--- src/rtl/sup_rst_pkg.sv ---
package sup_rst_pkg;
    typedef enum logic [1:0] {
        ST_ASSERT = 2'd0,
        ST_HOLD   = 2'd1,
        ST_RUN    = 2'd2
    } rst_state_e;
endpackage

--- src/rtl/mrr_sync.sv ---
module mrr_sync #(
    parameter int   STAGES  = 2,
    parameter logic RST_VAL = 1'b1
) (
    input  logic clk,
    input  logic rst_n,
    input  logic d_i,
    output logic q_o
);
    logic [STAGES-1:0] pipe_q;

    genvar g;
    generate
        for (g = 0; g < STAGES; g++) begin : g_stage
            always_ff @(posedge clk or negedge rst_n) begin
                if (!rst_n)
                    pipe_q[g] <= RST_VAL;
                else if (g == 0)
                    pipe_q[g] <= d_i;
                else
                    pipe_q[g] <= pipe_q[(g > 0) ? g - 1 : 0];
            end
        end
    endgenerate

    assign q_o = pipe_q[STAGES-1];
endmodule

--- src/rtl/mrr_filter.sv ---
module mrr_filter #(
    parameter int MIN_CYC = 25
) (
    input  logic clk,
    input  logic rst_n,
    input  logic mr_s_n,
    output logic req_o
);
    localparam int CW = $clog2(MIN_CYC + 1);

    logic [CW-1:0] low_cnt_q;
    logic          req_q;

    always_ff @(posedge clk or negedge rst_n) begin
        if (!rst_n) begin
            low_cnt_q <= '0;
            req_q     <= 1'b0;
        end else if (mr_s_n) begin
            low_cnt_q <= '0;
            req_q     <= 1'b0;
        end else if (low_cnt_q == CW'(MIN_CYC - 1)) begin
            req_q     <= 1'b1;
        end else begin
            low_cnt_q <= low_cnt_q + 1'b1;
        end
    end

    assign req_o = req_q;


    req_hold_chk: assert property (@(posedge clk) disable iff (!rst_n)
        (req_q && !mr_s_n) |=> req_q);


    req_qual_chk: assert property (@(posedge clk) disable iff (!rst_n)
        $rose(req_q) |-> $past(low_cnt_q) == CW'(MIN_CYC - 1));
endmodule

--- src/rtl/rst_fsm.sv ---
module rst_fsm
    import sup_rst_pkg::*;
#(
    parameter int HOLD_CYC = 200
) (
    input  logic clk,
    input  logic rst_n,
    input  logic cause_i,
    output logic rst_n_o,
    output logic rst_o,
    output logic strobe_o
);
    localparam int HW = $clog2(HOLD_CYC + 1);

    rst_state_e    state_q, state_d;
    logic [HW-1:0] cnt_q, cnt_d;
    logic          rst_n_q, rst_q, strobe_q;

    always_comb begin
        state_d = state_q;
        cnt_d   = cnt_q;
        unique case (state_q)
            ST_ASSERT: begin
                if (!cause_i) begin
                    state_d = ST_HOLD;
                    cnt_d   = '0;
                end
            end
            ST_HOLD: begin
                if (cause_i)
                    state_d = ST_ASSERT;
                else if (cnt_q == HW'(HOLD_CYC - 1))
                    state_d = ST_RUN;
                else
                    cnt_d = cnt_q + 1'b1;
            end
            ST_RUN: begin
                if (cause_i)
                    state_d = ST_ASSERT;
            end
            default: state_d = ST_ASSERT;
        endcase
    end

    always_ff @(posedge clk or negedge rst_n) begin
        if (!rst_n) begin
            state_q <= ST_ASSERT;
            cnt_q   <= '0;
        end else begin
            state_q <= state_d;
            cnt_q   <= cnt_d;
        end
    end

    always_ff @(posedge clk or negedge rst_n) begin
        if (!rst_n) begin
            rst_n_q  <= 1'b0;
            rst_q    <= 1'b1;
            strobe_q <= 1'b0;
        end else begin
            rst_n_q  <= (state_d == ST_RUN);
            rst_q    <= (state_d != ST_RUN);
            strobe_q <= (state_q == ST_RUN) && cause_i;
        end
    end

    assign rst_n_o  = rst_n_q;
    assign rst_o    = rst_q;
    assign strobe_o = strobe_q;


    cause_rst_chk: assert property (@(posedge clk) disable iff (!rst_n)
        cause_i |=> rst_q);


    hold_len_chk: assert property (@(posedge clk) disable iff (!rst_n)
        $rose(rst_n_q) |-> ($past(state_q) == ST_HOLD && $past(cnt_q) == HW'(HOLD_CYC - 1)));


    retrig_chk: assert property (@(posedge clk) disable iff (!rst_n)
        (state_q == ST_HOLD && cause_i) |=> state_q == ST_ASSERT);


    inv_out_chk: assert property (@(posedge clk) disable iff (!rst_n)
        rst_q != rst_n_q);


    strobe_one_chk: assert property (@(posedge clk) disable iff (!rst_n)
        strobe_q |=> !strobe_q);
endmodule

--- src/rtl/sup_reset_gen.sv ---
module sup_reset_gen #(
    parameter int TICKS_PER_US = 100,
    parameter int MR_MIN_US    = 25,
    parameter int HOLD_US      = 200000
) (
    input  logic clk,
    input  logic rst_n,
    input  logic uv_flag,
    input  logic mr_n,
    output logic sys_rst_n,
    output logic sys_rst,
    output logic rst_active,
    output logic rst_strobe
);
    localparam int MR_CYC   = TICKS_PER_US * MR_MIN_US;
    localparam int HOLD_CYC = TICKS_PER_US * HOLD_US;

    logic mr_s_n;
    logic mr_req;
    logic cause;
    logic rst_hi;

    mrr_sync #(.STAGES(2), .RST_VAL(1'b1)) u_sync (
        .clk   (clk),
        .rst_n (rst_n),
        .d_i   (mr_n),
        .q_o   (mr_s_n)
    );

    mrr_filter #(.MIN_CYC(MR_CYC)) u_filt (
        .clk    (clk),
        .rst_n  (rst_n),
        .mr_s_n (mr_s_n),
        .req_o  (mr_req)
    );

    assign cause = uv_flag | mr_req;

    rst_fsm #(.HOLD_CYC(HOLD_CYC)) u_fsm (
        .clk      (clk),
        .rst_n    (rst_n),
        .cause_i  (cause),
        .rst_n_o  (sys_rst_n),
        .rst_o    (rst_hi),
        .strobe_o (rst_strobe)
    );

    assign sys_rst    = rst_hi;
    assign rst_active = rst_hi;


    por_chk: assert property (@(posedge clk) !rst_n |=> (!sys_rst_n && !rst_strobe));
endmodule

--- config.mk ---
export PLATFORM = sky130hd
export DESIGN_NAME = sup_reset_gen
export DESIGN_NICKNAME = d
export VERILOG_FILES = /design/src/rtl/sup_rst_pkg.sv /design/src/rtl/mrr_sync.sv /design/src/rtl/mrr_filter.sv /design/src/rtl/rst_fsm.sv /design/src/rtl/sup_reset_gen.sv
export SDC_FILE = /design/constraint.sdc
export NUM_CORES = 1
export LEC_CHECK = 0
export ABC_AREA = 1
export ABC_CLOCK_PERIOD_IN_PS = 5400
export BUFFER_PORTS_ARGS = -buffer_cell sky130_fd_sc_hd__buf_4
export CAP_MARGIN = 0
export CORE_ASPECT_RATIO = 0.7
export CORE_MARGIN = 1
export CORE_UTILIZATION = 60
export DETAILED_ROUTE_END_ITERATION = 8
export PLACE_DENSITY_LB_ADDON = 0.12
export SLEW_MARGIN = 20
export SYNTH_ARGS = -nofsm -noshare
export SYNTH_HDL_FRONTEND = slang
export SYNTH_HIERARCHICAL = 1
export SYNTH_SLANG_ARGS = --single-unit
--- constraint.sdc ---
create_clock -name clk -period 5.4 [get_ports clk]
set_clock_uncertainty 0.2 [all_clocks]
set_input_delay 0.54 -clock clk [delete_from_list [all_inputs] [get_ports clk]]
set_output_delay 0.54 -clock clk [all_outputs]
set_load 0.005 [all_outputs]
# Word-level counts from Yosys, hierarchy flattened
# Index checks and enable logic that the tools add are counted.
[totals]
register_bits = 45
input_bits = 4
output_inout_bits = 4
[op_classes]
add_sub_neg = 2
eq_ne = 10
n_mux = 13
n_bitwise = 1
reduce_logical = 5
[op_table]
columns = ["op", "count"]
rows = [
  ["two-way mux 25 bit", 3],
  ["one-hot mux 25 bit (2 select lines)", 1],
  ["adder 25 x 1 -> 25 bit (second input constant)", 1],
  ["== test 25 bit (second input constant)", 1],
  ["two-way mux 12 bit", 2],
  ["adder 12 x 1 -> 12 bit (second input constant)", 1],
  ["== test 12 bit (second input constant)", 1],
  ["!= test 2 bit (second input constant)", 5],
  ["two-way mux 2 bit", 4],
  ["one-hot mux 2 bit (3 select lines)", 1],
  ["== test 2 bit (second input constant)", 2],
  ["AND reduction 4 bit", 1],
  ["nonzero test 2 bit", 2],
  ["== test 2 x 1 -> 1 bit (second input constant)", 1],
  ["zero test 2 bit", 1],
  ["two-way mux 1 bit", 2],
  ["logical AND 1 bit", 1],
  ["OR 1 bit", 1],
]

# Longest topological paths before layout
[logic_depth]
depth_word = 5
depth_mapped = 12
ltp_nobuf = 11

# Modules after synthesis
# The synthesis kept the hierarchy.
[modules_own_cells]
columns = ["module", "n_inst", "cells_per_inst", "area_per_inst_um2"]
rows = [
  ["rst_fsm", 1, 286, 1945.6],
  ["mrr_filter", 1, 99, 745.7],
  ["mrr_sync", 1, 2, 52.6],
  ["sup_reset_gen", 1, 4, 18.8],
]

# Worst setup path before layout
# No wires, ideal clock.
[synth_path]
path_kind = "register -> register"
from = "register u_fsm.cnt_q[0]"
to = "register u_fsm.cnt_q[13]"
setup_ps = 126
arrival_ps = 1495
required_ps = 5074
setup_slack_ps = 3579
path_stages_with_launch = 13
path_buffers = 1
synth_period_minus_slack_ps = 1821
cell_sequence = "dfrtp_1 -> ha_1 -> nand3_2 -> inv_2 -> nand2_4 -> clkinv_2 -> nand2_2 -> inv_2 -> nand2_4 -> nand2_8 -> buf_6 -> nand2_1 -> o21ai_0"
[synth_via]
elab_chain_len = 4
elab_cells_between_ends = 7
cone_classes = "add/sub (1); eq/ne (2); mux (3); reduce/logical (1)"
[synth_lines]
columns = ["item", "line", "rtl"]
rows = [
  ["from (decl)", "rst_fsm.sv:16", "logic [HW-1:0] cnt_q, cnt_d;"],
  ["from (signal assigned)", "rst_fsm.sv:51", "cnt_q <= cnt_d;"],
  ["adder 25 x 1 -> 25 bit", "rst_fsm.sv:35", "cnt_d = cnt_q + 1'b1;"],
  ["two-way mux 25 bit", "rst_fsm.sv:32", "else if (cnt_q == HW'(HOLD_CYC - 1))"],
  ["two-way mux 25 bit", "rst_fsm.sv:30", "if (cause_i)"],
  ["one-hot mux 25 bit (2 select lines)", "rst_fsm.sv:22", "unique case (state_q)"],
]
# Several ways; a longest one is shown, not always the timed one. The select of a mux whose other input is x is not followed.
# A chain may end at the register's enable or synchronous reset.

# Final worst setup path
# Ends and elaborated chain as after synthesis.

==> metrics.txt <==
Post-CTS Setup Inserts 0; DR WL/cell 13.0 um; initial antenna violation count 0; Tmin final ~2.1 ns; Crit path required time 5.38 ns; root buffer cell clkbuf_8; final slew viol count 0; Sink Count 45; TritonCTS clock tree built; Synth Cell Area 0.00276 mm2; Synth cell types 29; most common cell after layout, fill and taps aside nand2_1; P_leak 1.26 nW; Via Count approximately 2400; path type of the worst min-delay path input port to async pin; Vias per Instance 5.36; RSZ-0062 raised after global routing false; number of max-cap violations 0; sequential fraction of the synthesis area 0.409; CP arrival 2.08 ns; final hold violation count 0; Syn Inst Count 391; Port-buffer cells 7; post-route clock period utilization 0.389; cts bufs inserted 5; status completed; Worst Tran Pin Value around 0.78 ns; Setup Crit Path Kind flip-flop to flip-flop; DRT Pass-1 Iters 4; number of remaining DRC errors 0; GRT Total Usage 0.267; PD cells 204 mW/mm2; total die area 0.00488 mm2; Rows 20; critical path's largest stage delay 0.46 ns; largest net degree at the start of global routing 46; final core occ 0.665; Final ANT Viol Nets 0; CTS Hold Buffers Added 0; CP startpoint kind flip-flop; f_max between 400 and 500 MHz; peak supply drop 0.155 mV; Core Area 0.00438 mm2; CTS max path bufs 2; max_slew headroom 0.480; Post-DP Area 0.00282 mm2; critical path peak fanout 41; GP Congestion around 0.92; first-pass GRT wire length roughly 10000 um; die width 83.1 um; vias in the first global route 2156; CP Cell Sequence ha_1 > nand3_2 > inv_2 > nand2_4 > clkinv_2 > nand2_2 > inv_2 > nand2_4 > nand2_8 > o21ai_0; 1st-iter DRT viols 153; Final setup viols 0; layout cell share with drive strength beyond 1 0.113; Synth warnings 6; Synth Area per Inst 7.07 um2; global route overflow 0; Starting Density 0.631; io pins 8; nets ~400; commonest cells after routing, fill and taps aside nand2_1, nor2_1, dfrtp_1, nand3_1, inv_1; synth-to-layout area growth 5.39%; Synthesized Nets slightly below 400; #FFs+latches synth 45; Ant. Diodes 0; hpwl dp 4370 um; Fin Setup TNS 0 ns; CP max-delay cell dfrtp_1; clock slew at reported path FFs 0.09 ns; Routed WL 5890 um; Final Instance Area 0.00291 mm2; post-cts sizing count 0; die height 58.8 um; CP endpoint kind flip-flop; Skew-Pair Late Insertion Delay roughly 0.30 ns; number of H-tree levels 2; Pwr Total between 0.0005 and 0.0006 W
## Yosys cell counts
cell type | n | area share
nand3_2 | 2 | 0.0072
o21ai_0 | 4 | 0.0072
nand2_2 | 5 | 0.011
nor2_1 | 58 | 0.079
o21ai_2 | 1 | 0.0032
nand2_4 | 2 | 0.0082
inv_1 | 31 | 0.042
dfstp_2 | 3 | 0.029
o21bai_1 | 5 | 0.014
inv_2 | 5 | 0.0068
o21ai_1 | 18 | 0.033
nor2_2 | 6 | 0.014
buf_4 | 1 | 0.0027
nor2_4 | 4 | 0.016
nor3_1 | 3 | 0.0054
clkinv_1 | 1 | 0.0014
clkbuf_1 | 2 | 0.0027
or2_2 | 1 | 0.0023
nand4_1 | 8 | 0.018
xnor2_1 | 2 | 0.0063
dfrtp_1 | 42 | 0.38
clkinv_2 | 1 | 0.0018
xor2_1 | 8 | 0.025
a21oi_1 | 6 | 0.011
nand2_1 | 129 | 0.18
ha_1 | 2 | 0.0091
buf_6 | 4 | 0.016
nand3_1 | 36 | 0.065
nand2_8 | 1 | 0.0072
## per-layer routing
metal	part of all wire	GRT usage	vias to the layer above
li1	-	-	1247
met3	0.077	0.0477	5
met4	0.0068	0.0567	0
met1	0.52	0.416	1100
met2	0.40	0.389	80
met5	0	0	-
## stage by stage
stage | setup WS [ns] | cells | hold slack (ns)
after global routing | 3.10 | 454 | 0.0728
after CTS | 3.30 | 454 | 0.0497
final | 3.30 | 454 | 0.0237
after floorplan | 3.58 | 391 | 0.0444
after global placement | 3.41 | 446 | 0.146
after detailed placement | 3.32 | 446 | 0.147
## final cells by class
cell class	count	area, um2
clock buffer	6	72.6
inverter	38	144
sequential	45	1130
timing repair buffer	7	52.6
tap	55	68.8
fill	403	1470
multi-input combinational	301	1430
clock inverter	2	15.0
## where the power goes
| part | leakage, nW | switching, W | internal [W] |
|---|---|---|---|
| Sequential | 0.611 | 0.00000675 | 0.000343 |
| Combinational | 0.612 | 0.0000262 | 0.00000993 |
| Clock | 0.0374 | 0.000116 | 0.0000913 |
## path summary, 6_finish.rpt
kind | from | endpoint | slack, ns | depth (start not counted)
max in group asynchronous | rst_n | u_fsm/rst_o$_DFF_PN1_ | 4.58 | 1
min | rst_n | u_filt/low_cnt_q[10]$_DFFE_PN0P_ | 0.02 | 1
min in group clk | mr_n | u_sync/pipe_q[0]$_DFF_PN1_ | 0.15 | 1
max | u_fsm/cnt_q[0]$_DFFE_PN0P_ | u_fsm/cnt_q[13]$_DFFE_PN0P_ | 3.30 | 10
max reg2reg | u_fsm/cnt_q[0]$_DFFE_PN0P_ | u_fsm/cnt_q[13]$_DFFE_PN0P_ | 3.30 | 10
min reg2reg | u_sync/pipe_q[0]$_DFF_PN1_ | u_sync/q_o$_DFF_PN1_ | 0.16 | 0
## flip-flops by register name, indices dropped and copies added (netlist names)
name / cells
u_fsm/cnt_q: 25
u_filt/low_cnt_q: 12
u_fsm/state_q: 2
u_filt/req_o: 1
u_fsm/rst_n_o: 1
u_fsm/rst_o: 1
u_fsm/strobe_o: 1
u_sync/pipe_q: 1
u_sync/q_o: 1
## worst max-delay path, delay by kind of cell (launching register included)
kind            cells  cell delay [ns]
simple gates        5             0.56
buf+inv             3             0.29
flops               1             0.46
fa+ha+maj           1             0.31
compound gates      1             0.12
## kinds of logic after synthesis
| family | after synthesis | synth area share |
|---|---|---|
| buffers and inverters | 45 | 0.0738 |
| DFF | 45 | 0.409 |
| xor gates and xnor gates | 10 | 0.0317 |
| adders and majority gates | 2 | 0.00906 |
| AOI/OAI and AO/OA | 34 | 0.0675 |
| and+or+nand+nor | 255 | 0.409 |
No activity file was read; power rests on OpenSTA's default activity.
